## config.mk

```make
export PLATFORM = sky130hd
export DESIGN_NAME = strap_ctrl_regs
export DESIGN_NICKNAME = d
export VERILOG_FILES = /design/src/rtl/scr_pkg.sv /design/src/rtl/scr_strap_capture.sv /design/src/rtl/scr_backup_ctrl.sv /design/src/rtl/scr_cpu_if.sv /design/src/rtl/strap_ctrl_regs.sv
export SDC_FILE = /design/constraint.sdc
export NUM_CORES = 1
export LEC_CHECK = 0
export BUFFER_PORTS_ARGS = -buffer_cell sky130_fd_sc_hd__clkbuf_2
export CAP_MARGIN = 20
export CORE_AREA = 4 4 44 46
export DETAILED_ROUTE_END_ITERATION = 7
export DIE_AREA = 0 0 48 50
export PLACE_DENSITY = 0.77
export SYNTH_ARGS = -nofsm -noshare
export SYNTH_HDL_FRONTEND = slang
export SYNTH_SLANG_ARGS = --single-unit
```

## constraint.sdc

```tcl
create_clock -name clk_i -period 3 [get_ports clk_i]
set_input_delay 0.15 -clock clk_i [delete_from_list [all_inputs] [get_ports clk_i]]
set_output_delay 0.15 -clock clk_i [all_outputs]
set_load 0.02 [all_outputs]
```

## src/rtl/scr_pkg.sv

```systemverilog
package scr_pkg;
  localparam int REG_W   = 8;
  localparam int FREQ_W  = 4;
  localparam int BIT_NR  = 1;
  localparam int BIT_SAFE = 2;
  localparam int BIT_BIST = 4;
  localparam int BIT_TOP = 5;
  localparam logic [FREQ_W-1:0] FREQ_SAFE = '1;
endpackage

```

## src/rtl/scr_strap_capture.sv

```systemverilog
module scr_strap_capture (
  input  logic clk_i,
  input  logic rst_ni,
  input  logic pwrok_i,
  input  logic strap_safe_i,
  input  logic strap_nr_i,
  input  logic sts_we_i,
  input  logic nr_wbit_i,
  output logic rise_o,
  output logic safe_o,
  output logic nr_o,
  output logic nr_strap_o
);
  logic pwrok_q, safe_q, nr_q, nr_strap_q;

  assign rise_o = pwrok_i & ~pwrok_q;

  always_ff @(posedge clk_i or negedge rst_ni) begin
    if (!rst_ni) begin
      pwrok_q    <= 1'b0;
      safe_q     <= 1'b0;
      nr_q       <= 1'b0;
      nr_strap_q <= 1'b0;
    end else begin
      pwrok_q <= pwrok_i;
      if (rise_o) begin
        safe_q     <= strap_safe_i;
        nr_strap_q <= strap_nr_i;
        if (strap_nr_i) nr_q <= 1'b1;
      end else if (sts_we_i) begin
        if (nr_wbit_i)        nr_q <= 1'b1;
        else if (!nr_strap_q) nr_q <= 1'b0;  // strap locks the bit set
      end
    end
  end

  assign safe_o     = safe_q;
  assign nr_o       = nr_q;
  assign nr_strap_o = nr_strap_q;
endmodule

```

## src/rtl/scr_backup_ctrl.sv

```systemverilog
module scr_backup_ctrl
  import scr_pkg::*;
(
  input  logic              clk_i,
  input  logic              rtc_rst_ni,
  input  logic              rsm_rst_ni,
  input  logic              rise_i,
  input  logic              strap_safe_i,
  input  logic              safe_i,
  input  logic              ctl_we_i,
  input  logic              top_wbit_i,
  input  logic              bist_wbit_i,
  input  logic [FREQ_W-1:0] freq_wdata_i,
  output logic              top_o,
  output logic              bist_o,
  output logic [FREQ_W-1:0] freq_o
);
  logic              top_q, bist_q;
  logic [FREQ_W-1:0] freq_q;
  logic              safe_load;

  assign safe_load = rise_i & strap_safe_i;

  // RTC well: swap and multiplier
  always_ff @(posedge clk_i or negedge rtc_rst_ni) begin
    if (!rtc_rst_ni) begin
      top_q  <= 1'b0;
      freq_q <= FREQ_SAFE;
    end else if (safe_load) begin
      top_q  <= 1'b1;
      freq_q <= FREQ_SAFE;
    end else if (ctl_we_i) begin
      top_q <= top_wbit_i;
      if (!safe_i) freq_q <= freq_wdata_i;
    end
  end

  // resume well: self-test enable
  always_ff @(posedge clk_i or negedge rsm_rst_ni) begin
    if (!rsm_rst_ni)   bist_q <= 1'b0;
    else if (ctl_we_i) bist_q <= bist_wbit_i;
  end

  assign top_o  = top_q;
  assign bist_o = bist_q;
  assign freq_o = safe_i ? FREQ_SAFE : freq_q;
endmodule

```

## src/rtl/scr_cpu_if.sv

```systemverilog
module scr_cpu_if #(
  parameter int INIT_HOLD = 1
) (
  input  logic clk_i,
  input  logic rst_ni,
  input  logic bist_i,
  input  logic cpu_rst_i,
  input  logic top_i,
  input  logic fw_code_i,
  input  logic addr16_i,
  output logic init_o,
  output logic addr16_o
);
  logic hold_act;

  generate
    if (INIT_HOLD == 0) begin : g_nohold
      assign hold_act = 1'b0;
    end else begin : g_hold
      localparam int CW = $clog2(INIT_HOLD + 1);
      logic [CW-1:0] cnt_q;
      always_ff @(posedge clk_i or negedge rst_ni) begin
        if (!rst_ni)             cnt_q <= '0;
        else if (cpu_rst_i)      cnt_q <= CW'(INIT_HOLD);
        else if (cnt_q != '0)    cnt_q <= cnt_q - 1'b1;
      end
      assign hold_act = (cnt_q != '0);
    end
  endgenerate

  assign init_o   = bist_i & (cpu_rst_i | hold_act);
  assign addr16_o = addr16_i ^ (top_i & fw_code_i);
endmodule

```

## src/rtl/strap_ctrl_regs.sv

```systemverilog
module strap_ctrl_regs
  import scr_pkg::*;
#(
  parameter logic [7:0] STS_ADDR  = 8'hD4,
  parameter logic [7:0] CTL_ADDR  = 8'hD5,
  parameter int         INIT_HOLD = 1
) (
  input  logic              clk_i,
  input  logic              rst_ni,
  input  logic              rtc_rst_ni,
  input  logic              rsm_rst_ni,
  input  logic              pwrok_i,
  input  logic              strap_safe_i,
  input  logic              strap_noreboot_i,
  input  logic [7:0]        reg_addr_i,
  input  logic              reg_we_i,
  input  logic [REG_W-1:0]  reg_wdata_i,
  output logic [REG_W-1:0]  reg_rdata_o,
  output logic [FREQ_W-1:0] freq_mult_o,
  output logic              no_reboot_o,
  input  logic              cpu_rst_i,
  output logic              init_o,
  input  logic              fw_code_cycle_i,
  input  logic              addr16_i,
  output logic              addr16_o
);
  logic sts_hit, ctl_hit, sts_we, ctl_we;
  logic rise, safe_q, nr_q, nr_strap_q;
  logic top_q, bist_q;
  logic [FREQ_W-1:0] freq_eff;

  assign sts_hit = (reg_addr_i == STS_ADDR);
  assign ctl_hit = (reg_addr_i == CTL_ADDR);
  assign sts_we  = reg_we_i & sts_hit;
  assign ctl_we  = reg_we_i & ctl_hit;

  scr_strap_capture u_cap (
    .clk_i       (clk_i),
    .rst_ni      (rst_ni),
    .pwrok_i     (pwrok_i),
    .strap_safe_i(strap_safe_i),
    .strap_nr_i  (strap_noreboot_i),
    .sts_we_i    (sts_we),
    .nr_wbit_i   (reg_wdata_i[BIT_NR]),
    .rise_o      (rise),
    .safe_o      (safe_q),
    .nr_o        (nr_q),
    .nr_strap_o  (nr_strap_q)
  );

  scr_backup_ctrl u_bkp (
    .clk_i       (clk_i),
    .rtc_rst_ni  (rtc_rst_ni),
    .rsm_rst_ni  (rsm_rst_ni),
    .rise_i      (rise),
    .strap_safe_i(strap_safe_i),
    .safe_i      (safe_q),
    .ctl_we_i    (ctl_we),
    .top_wbit_i  (reg_wdata_i[BIT_TOP]),
    .bist_wbit_i (reg_wdata_i[BIT_BIST]),
    .freq_wdata_i(reg_wdata_i[FREQ_W-1:0]),
    .top_o       (top_q),
    .bist_o      (bist_q),
    .freq_o      (freq_eff)
  );

  scr_cpu_if #(.INIT_HOLD(INIT_HOLD)) u_cpu (
    .clk_i    (clk_i),
    .rst_ni   (rst_ni),
    .bist_i   (bist_q),
    .cpu_rst_i(cpu_rst_i),
    .top_i    (top_q),
    .fw_code_i(fw_code_cycle_i),
    .addr16_i (addr16_i),
    .init_o   (init_o),
    .addr16_o (addr16_o)
  );

  always_comb begin
    reg_rdata_o = '0;
    if (sts_hit) begin
      reg_rdata_o[BIT_SAFE] = safe_q;
      reg_rdata_o[BIT_NR]   = nr_q;
    end else if (ctl_hit) begin
      reg_rdata_o[BIT_TOP]      = top_q;
      reg_rdata_o[BIT_BIST]     = bist_q;
      reg_rdata_o[FREQ_W-1:0]   = freq_eff;
    end
  end

  assign freq_mult_o = freq_eff;
  assign no_reboot_o = nr_q;
endmodule

```

==> impl_metrics.env, run 1 <==
export IMPL_drt_wl_total_um=1530
export IMPL_diodes=0
export IMPL_tritoncts="built"
export IMPL_setup_slack_ns=1.45
export IMPL_muxShareOfSynthArea=0.0980
export IMPL_vias_per_cell=4.99
export IMPL_antenna_found_initial=0
export IMPL_crit_path_max_fanout=7
export IMPL_startpoint_type="flop"
export IMPL_hp_class="primary input to flop"
export IMPL_cts_resized=0
export IMPL_synth_xor_area_frac=0.0140
export IMPL_postCtsSetupBuffers=0
export IMPL_synth_cell_types=28
export IMPL_core_area_mm2=0.00151
export IMPL_dp_hpwl_um=1290
export IMPL_firstDrtPassIters=4
export IMPL_drcViolationCount=0
export IMPL_place_congestion=0.713
export IMPL_path_class="flop to output port"
export IMPL_ys_ff_latch=11
export IMPL_critPathCaptureType="output port"
export IMPL_rr_worst_depth=4
export IMPL_setup_viol=0
export IMPL_grt_max_degree=8
export IMPL_die_y_um=50
export IMPL_grt_pass1_wl_um=2450
export IMPL_peakVddDrop_v=0.000260
export IMPL_root_buffer="clkbuf_4"
export IMPL_period_needed_ns=1.55
export IMPL_hold_viol=0
export IMPL_register_area_um2=280
export IMPL_overflow=0
export IMPL_skew_ns=0.00471
export IMPL_p_leak_nw=0.516
export IMPL_drtAntennaViolNets=0
export IMPL_die_x_um=48
export IMPL_final_cells=118
export IMPL_die_area_mm2=0.00240
export IMPL_start_util=0.415
export IMPL_dp_cells=111
export IMPL_yosysWarnings=0
export IMPL_synth_cells=60
export IMPL_cts_buffers=3
export IMPL_portBuffers=37
export IMPL_r2r_slack_ns=1.94
export IMPL_p_per_area_mw_per_mm2=360
export IMPL_num_fill_cells=135
export IMPL_max_freq_mhz=646
export IMPL_rsz0062_at_grt="false"
export IMPL_drt_iter0_markers=3
export IMPL_track_usage=0.139
export IMPL_min_delay_path_depth=1
export IMPL_pre_cts_ws_ns=1.70
export IMPL_worstPathArrival_ns=1.40
export IMPL_syn_avg_cell_area_um2=10.4
export IMPL_drv_cap=0
export IMPL_wire_per_inst_um=13.0
export IMPL_multi_input_area_um2=319
export IMPL_synth_simple_gate_area_share=0.342
export IMPL_synth_compound_area_share=0.0440
export IMPL_syn_area_um2=626
export IMPL_cts_path_max_buffers=2
export IMPL_final_util=0.574
export IMPL_synth_fa_ha_area_frac=0
export IMPL_htree_levels=1
export IMPL_rows=14
export IMPL_slew_violations=0
export IMPL_hold_buffers=3
export IMPL_drive_above_1_share=0.520
export IMPL_seq_area_frac_synth=0.448
export IMPL_synth_top_family_by_area="simple AND/OR/NAND/NOR gates"
export IMPL_clock_sinks=11
export IMPL_nNetsFinal=130
export IMPL_vias=589
export IMPL_status="completed"
export IMPL_timing_setup_tns_ns=0
export IMPL_grt_pass1_vias=585
export IMPL_clkTransAtPathRegs_ns=0.07
export IMPL_clkLatencyLatePin_ns=0.27
export IMPL_area_growth_pct=38.2
export IMPL_required_ns=2.85
export IMPL_io_pins=42
export IMPL_period_share=0.516
==> final timing paths <==
path / start / end
max reg2reg: u_cap.pwrok_q$_DFF_PN0_ / u_cap.nr_o$_DFFE_PN0P_
max: u_cap.safe_o$_DFFE_PN0P_ / reg_rdata_o[0]
max in group asynchronous: rtc_rst_ni / u_bkp.freq_q[1]$_DFFE_PN1P_
min: pwrok_i / u_cap.pwrok_q$_DFF_PN0_
min in group asynchronous: rsm_rst_ni / u_bkp.bist_o$_DFFE_PN0P_
min reg2reg: u_cap.nr_strap_o$_DFFE_PN0P_ / u_cap.nr_strap_o$_DFFE_PN0P_
==> routing by layer <==
layer | track usage | share of wire
met1 | 0.169 | 0.41
met2 | 0.233 | 0.49
met3 | 0.0109 | 0.094
met4 | 0.0673 | 0.011
met5 | 0 | 0
==> layout by cell type, fill, tap and decap left out, types with 2 or more instances in the layout <==
cell	n
dfstp_2	4
clkbuf_2	37
mux2i_1	5
dfrtp_1	7
and3_1	4
or2_2	4
nand2_1	12
nor2_1	2
dlygate4sd3_1	3
conb_1	2
clkbuf_4	3
==> where the power goes <==
group	internal, mW	switching [mW]
sequential	0.155	0.00550
combinational	0.0247	0.0252
clock	0.0514	0.0492
==> worst max-delay path, cell delays in order (launching register included) <==
cell and delay (ns):
dfrtp_1 0.45, or2_2 0.35, and3_1 0.19, clkbuf_2 0.15
==> registers in the layout (all words and copies together) (netlist names) <==
name / count
u_bkp.bist_o: 1
u_bkp.freq_q: 4
u_bkp.top_o: 1
u_cap.nr_o: 1
u_cap.nr_strap_o: 1
u_cap.pwrok_q: 1
u_cap.safe_o: 1
u_cpu.g_hold.cnt_q: 1
==> cells in the mapped netlist <==
cell,n,share of area
a21oi_1,1,0.0080
and3_1,4,0.040
and4b_1,1,0.016
and4bb_2,1,0.020
buf_4,2,0.024
buf_6,1,0.018
conb_1,1,0.0060
dfrtp_1,7,0.28
dfstp_2,4,0.17
inv_1,1,0.0060
mux2_1,1,0.018
mux2i_1,5,0.080
nand2_1,12,0.072
nand2_4,1,0.018
nand2b_1,1,0.010
nand3_1,1,0.0080
nand3_2,1,0.016
nand3b_1,1,0.012
nand4b_4,1,0.038
nor2_1,2,0.012
nor2b_1,1,0.010
nor3b_2,1,0.020
o211ai_1,1,0.012
o21a_1,1,0.012
o31ai_1,1,0.012
or2_2,4,0.040
or3_1,1,0.010
xnor2_1,1,0.014
==> kinds of logic after synthesis <==
group,Yosys count
flops,11
buf+inv,4
mux,6
simple gates,33
xor+xnor,1
other cells,1
compound gates,4
==> stage by stage <==
step / total power [mW] / hold slack [ns] / instance area, um2
floorplan: 0.186 / -0.146 / 629
global placement: 0.208 / -0.0743 / 808
detailed placement: 0.211 / -0.0719 / 808
CTS: 0.316 / 0.00770 / 865
global route: 0.329 / 0.00830 / 865
finish: 0.311 / 0.00932 / 865
==> area by class of cell <==
cell class                 count  area share
clock buffer                   4      0.0304
inverter                       1     0.00434
multi-input combinational     46       0.369
tap                           16      0.0232
sequential                    11       0.324
timing repair buffer          40       0.249
Note: power is estimated with default switching activity, not from simulation.
==> run 2, diff against run 1 <==
--- a/config.mk
+++ b/config.mk
@@ -7,10 +7,10 @@
 export LEC_CHECK = 0
 export BUFFER_PORTS_ARGS = -buffer_cell sky130_fd_sc_hd__clkbuf_2
 export CAP_MARGIN = 20
-export CORE_AREA = 4 4 44 46
+export CORE_AREA = 4 4 45 47
 export DETAILED_ROUTE_END_ITERATION = 7
-export DIE_AREA = 0 0 48 50
-export PLACE_DENSITY = 0.77
+export DIE_AREA = 0 0 49 51
+export PLACE_DENSITY = 0.74
 export SYNTH_ARGS = -nofsm -noshare
 export SYNTH_HDL_FRONTEND = slang
 export SYNTH_SLANG_ARGS = --single-unit
==> constraint.sdc (replaced) <==
create_clock -name clk_i -period 1.5 [get_ports clk_i]
set_input_delay 0.075 -clock clk_i [delete_from_list [all_inputs] [get_ports clk_i]]
set_output_delay 0.075 -clock clk_i [all_outputs]
set_load 0.02 [all_outputs]
==> run 2 against run 1 <==
  * Sequential share of layout area decreased by 1.2 points
  * Cell area increased by 4.3%
  * Power increased by 100%
  * Hold slack improved by 0.016 ns
  * Clock-buffer cell count unchanged
  * Register-to-register slack got worse by 1.6 ns
  * Worst setup slack got worse by 1.4 ns
  * Non-clock buffer count increased by 4
  * Cell count increased by 4.2%
  * Via count increased by 0.51%
  * Global-route usage decreased by 0.84 points
  * Critical path depth increased by 1
==> impl_metrics.env, run 2 (synthesized netlist as in run 1, its figures left out) <==
export IMPL_status="completed"
export IMPL_num_fill_cells=172
export IMPL_grt_max_degree=8
export IMPL_drv_cap=0
export IMPL_period_needed_ns=1.43
export IMPL_start_util=0.379
export IMPL_die_y_um=51
export IMPL_p_comb_frac=0.181
export IMPL_power_frac_clock=0.315
export IMPL_place_congestion=0.736
export IMPL_vias=592
export IMPL_grt_pass1_vias=584
export IMPL_track_usage=0.131
export IMPL_drtAntennaViolNets=0
export IMPL_drt_wl_total_um=1470
export IMPL_cts_path_max_buffers=2
export IMPL_die_x_um=49
export IMPL_drcViolationCount=0
export IMPL_hold_viol=0
export IMPL_p_leak_nw=0.534
export IMPL_htree_levels=1
export IMPL_critPathCaptureType="output port"
export IMPL_nNetsFinal=134
export IMPL_cts_buffers=3
export IMPL_overflow=0
export IMPL_clkTransAtPathRegs_ns=0.07
export IMPL_hp_class="primary input to flop"
export IMPL_dp_hpwl_um=1200
export IMPL_rows=15
export IMPL_crit_path_max_fanout=5
export IMPL_area_growth_pct=44.2
export IMPL_seq_power_share=0.504
export IMPL_worstPathArrival_ns=1.36
export IMPL_tritoncts="built"
export IMPL_max_freq_mhz=697
export IMPL_period_share=0.956
export IMPL_top_register="u_bkp.freq_q"
export IMPL_swShare=0.252
export IMPL_clock_sinks=11
export IMPL_slew_violations=0
export IMPL_portBuffers=37
export IMPL_drive_above_1_share=0.528
export IMPL_final_common_cell="clkbuf_2"
export IMPL_skew_ns=0.00210
export IMPL_startpoint_type="flop"
export IMPL_pre_cts_ws_ns=0.264
export IMPL_die_area_mm2=0.00250
export IMPL_io_pins=42
export IMPL_grt_pass1_wl_um=2540
export IMPL_p_sw_mw=0.160
export IMPL_peakVddDrop_v=0.000522
export IMPL_required_ns=1.42
export IMPL_dpl_cell_area_um2=810
export IMPL_root_buffer="clkbuf_4"
export IMPL_mostFrequentLayoutCells="37 x clkbuf_2, 12 x nand2_1, 6 x dfrtp_1, 5 x mux2i_1, 5 x dlygate4sd3_1"
export IMPL_wire_per_inst_um=12.0
export IMPL_p_per_area_mw_per_mm2=703
export IMPL_diodes=0
export IMPL_vias_per_cell=4.81
export IMPL_setup_viol=0
export IMPL_core_area_mm2=0.00165
export IMPL_firstDrtPassIters=2
export IMPL_intPower_mw=0.475
export IMPL_largest_reg_flops=4
export IMPL_setup_slack_ns=0.0654
export IMPL_path_class="flop to output port"
export IMPL_antenna_found_initial=0
export IMPL_clkLatencyLatePin_ns=0.27
export IMPL_final_area_um2=902
export IMPL_drt_iter0_markers=7
run 2: cell types whose count changed in the layout (fill, tap and decap cells not counted):
cell,delta
buf_4,+2
dlygate4sd3_1,+2
dfrtp_1,-1
dfrtp_2,+1
run 2: worst paths after layout:
check,from,end,slack [ns],cells after the start
setup / recovery,u_cap.safe_o$_DFFE_PN0P_,reg_rdata_o[1],0.07,4
hold / removal,reg_wdata_i[4],u_bkp.bist_o$_DFFE_PN0P_,0.03,2
setup reg to reg,u_cap.safe_o$_DFFE_PN0P_,u_bkp.freq_q[3]$_DFFE_PN1P_,0.38,4
max in group asynchronous,rtc_rst_ni,u_bkp.freq_q[0]$_DFFE_PN1P_,1.13,2
hold reg to reg,u_cap.nr_strap_o$_DFFE_PN0P_,u_cap.nr_strap_o$_DFFE_PN0P_,0.50,2
min in group asynchronous,rsm_rst_ni,u_bkp.bist_o$_DFFE_PN0P_,0.11,2
run 2: stage by stage:
step            util  hold WS, ns  power, mW  cells  TNS (ns)
6_report       0.546       0.0252      0.635    123         0
5_1_grt        0.546       0.0289      0.675    123  -0.00365
4_1_cts        0.536       0.0220      0.632    121         0
3_5_place_dp   0.490       -0.148      0.420    112         0
3_3_place_gp   0.490       -0.148      0.417    112         0
2_1_floorplan      -       -0.221      0.372     61         0
run 2: power groups by stage:
stage                     Sequential (mW)  Combinational (mW)  Clock [mW]
after global routing                0.321               0.128       0.225
after CTS                           0.321               0.105       0.206
final                               0.320               0.115       0.200
after global placement              0.326              0.0914           0
after detailed placement            0.326              0.0944           0
after floorplan                     0.323              0.0491           0
run 2: layout make-up:
class,count,area (um2),share of cell area
sequential,11,282,0.312
timing repair buffer,44,250,0.277
inverter,1,3.75,0.00416
clock buffer,4,26.3,0.0291
tap,17,21.3,0.0236
multi-input combinational,46,319,0.354
run 2: critical path, stage by stage (launching register included):
cell      delay (ns)
dfrtp_2         0.43
or2_2           0.32
mux2i_1         0.14
nor2_1          0.06
clkbuf_2        0.15
run 2: repair_timing:
action | in CTS | in global routing
hold buffers | 5 | 0
endpoints found under the hold margin | 13 | 0
resized for setup | 0 | 1
buffers inserted | 0 | 2
endpoints found under the setup margin | 0 | 1
run 2: layer usage:
metal | wire length [um] | global-route usage
met1 | 624 | 0.157
met2 | 705 | 0.198
met3 | 100 | 0.0379
met4 | 42 | 0.0942
met5 | 0 | 0
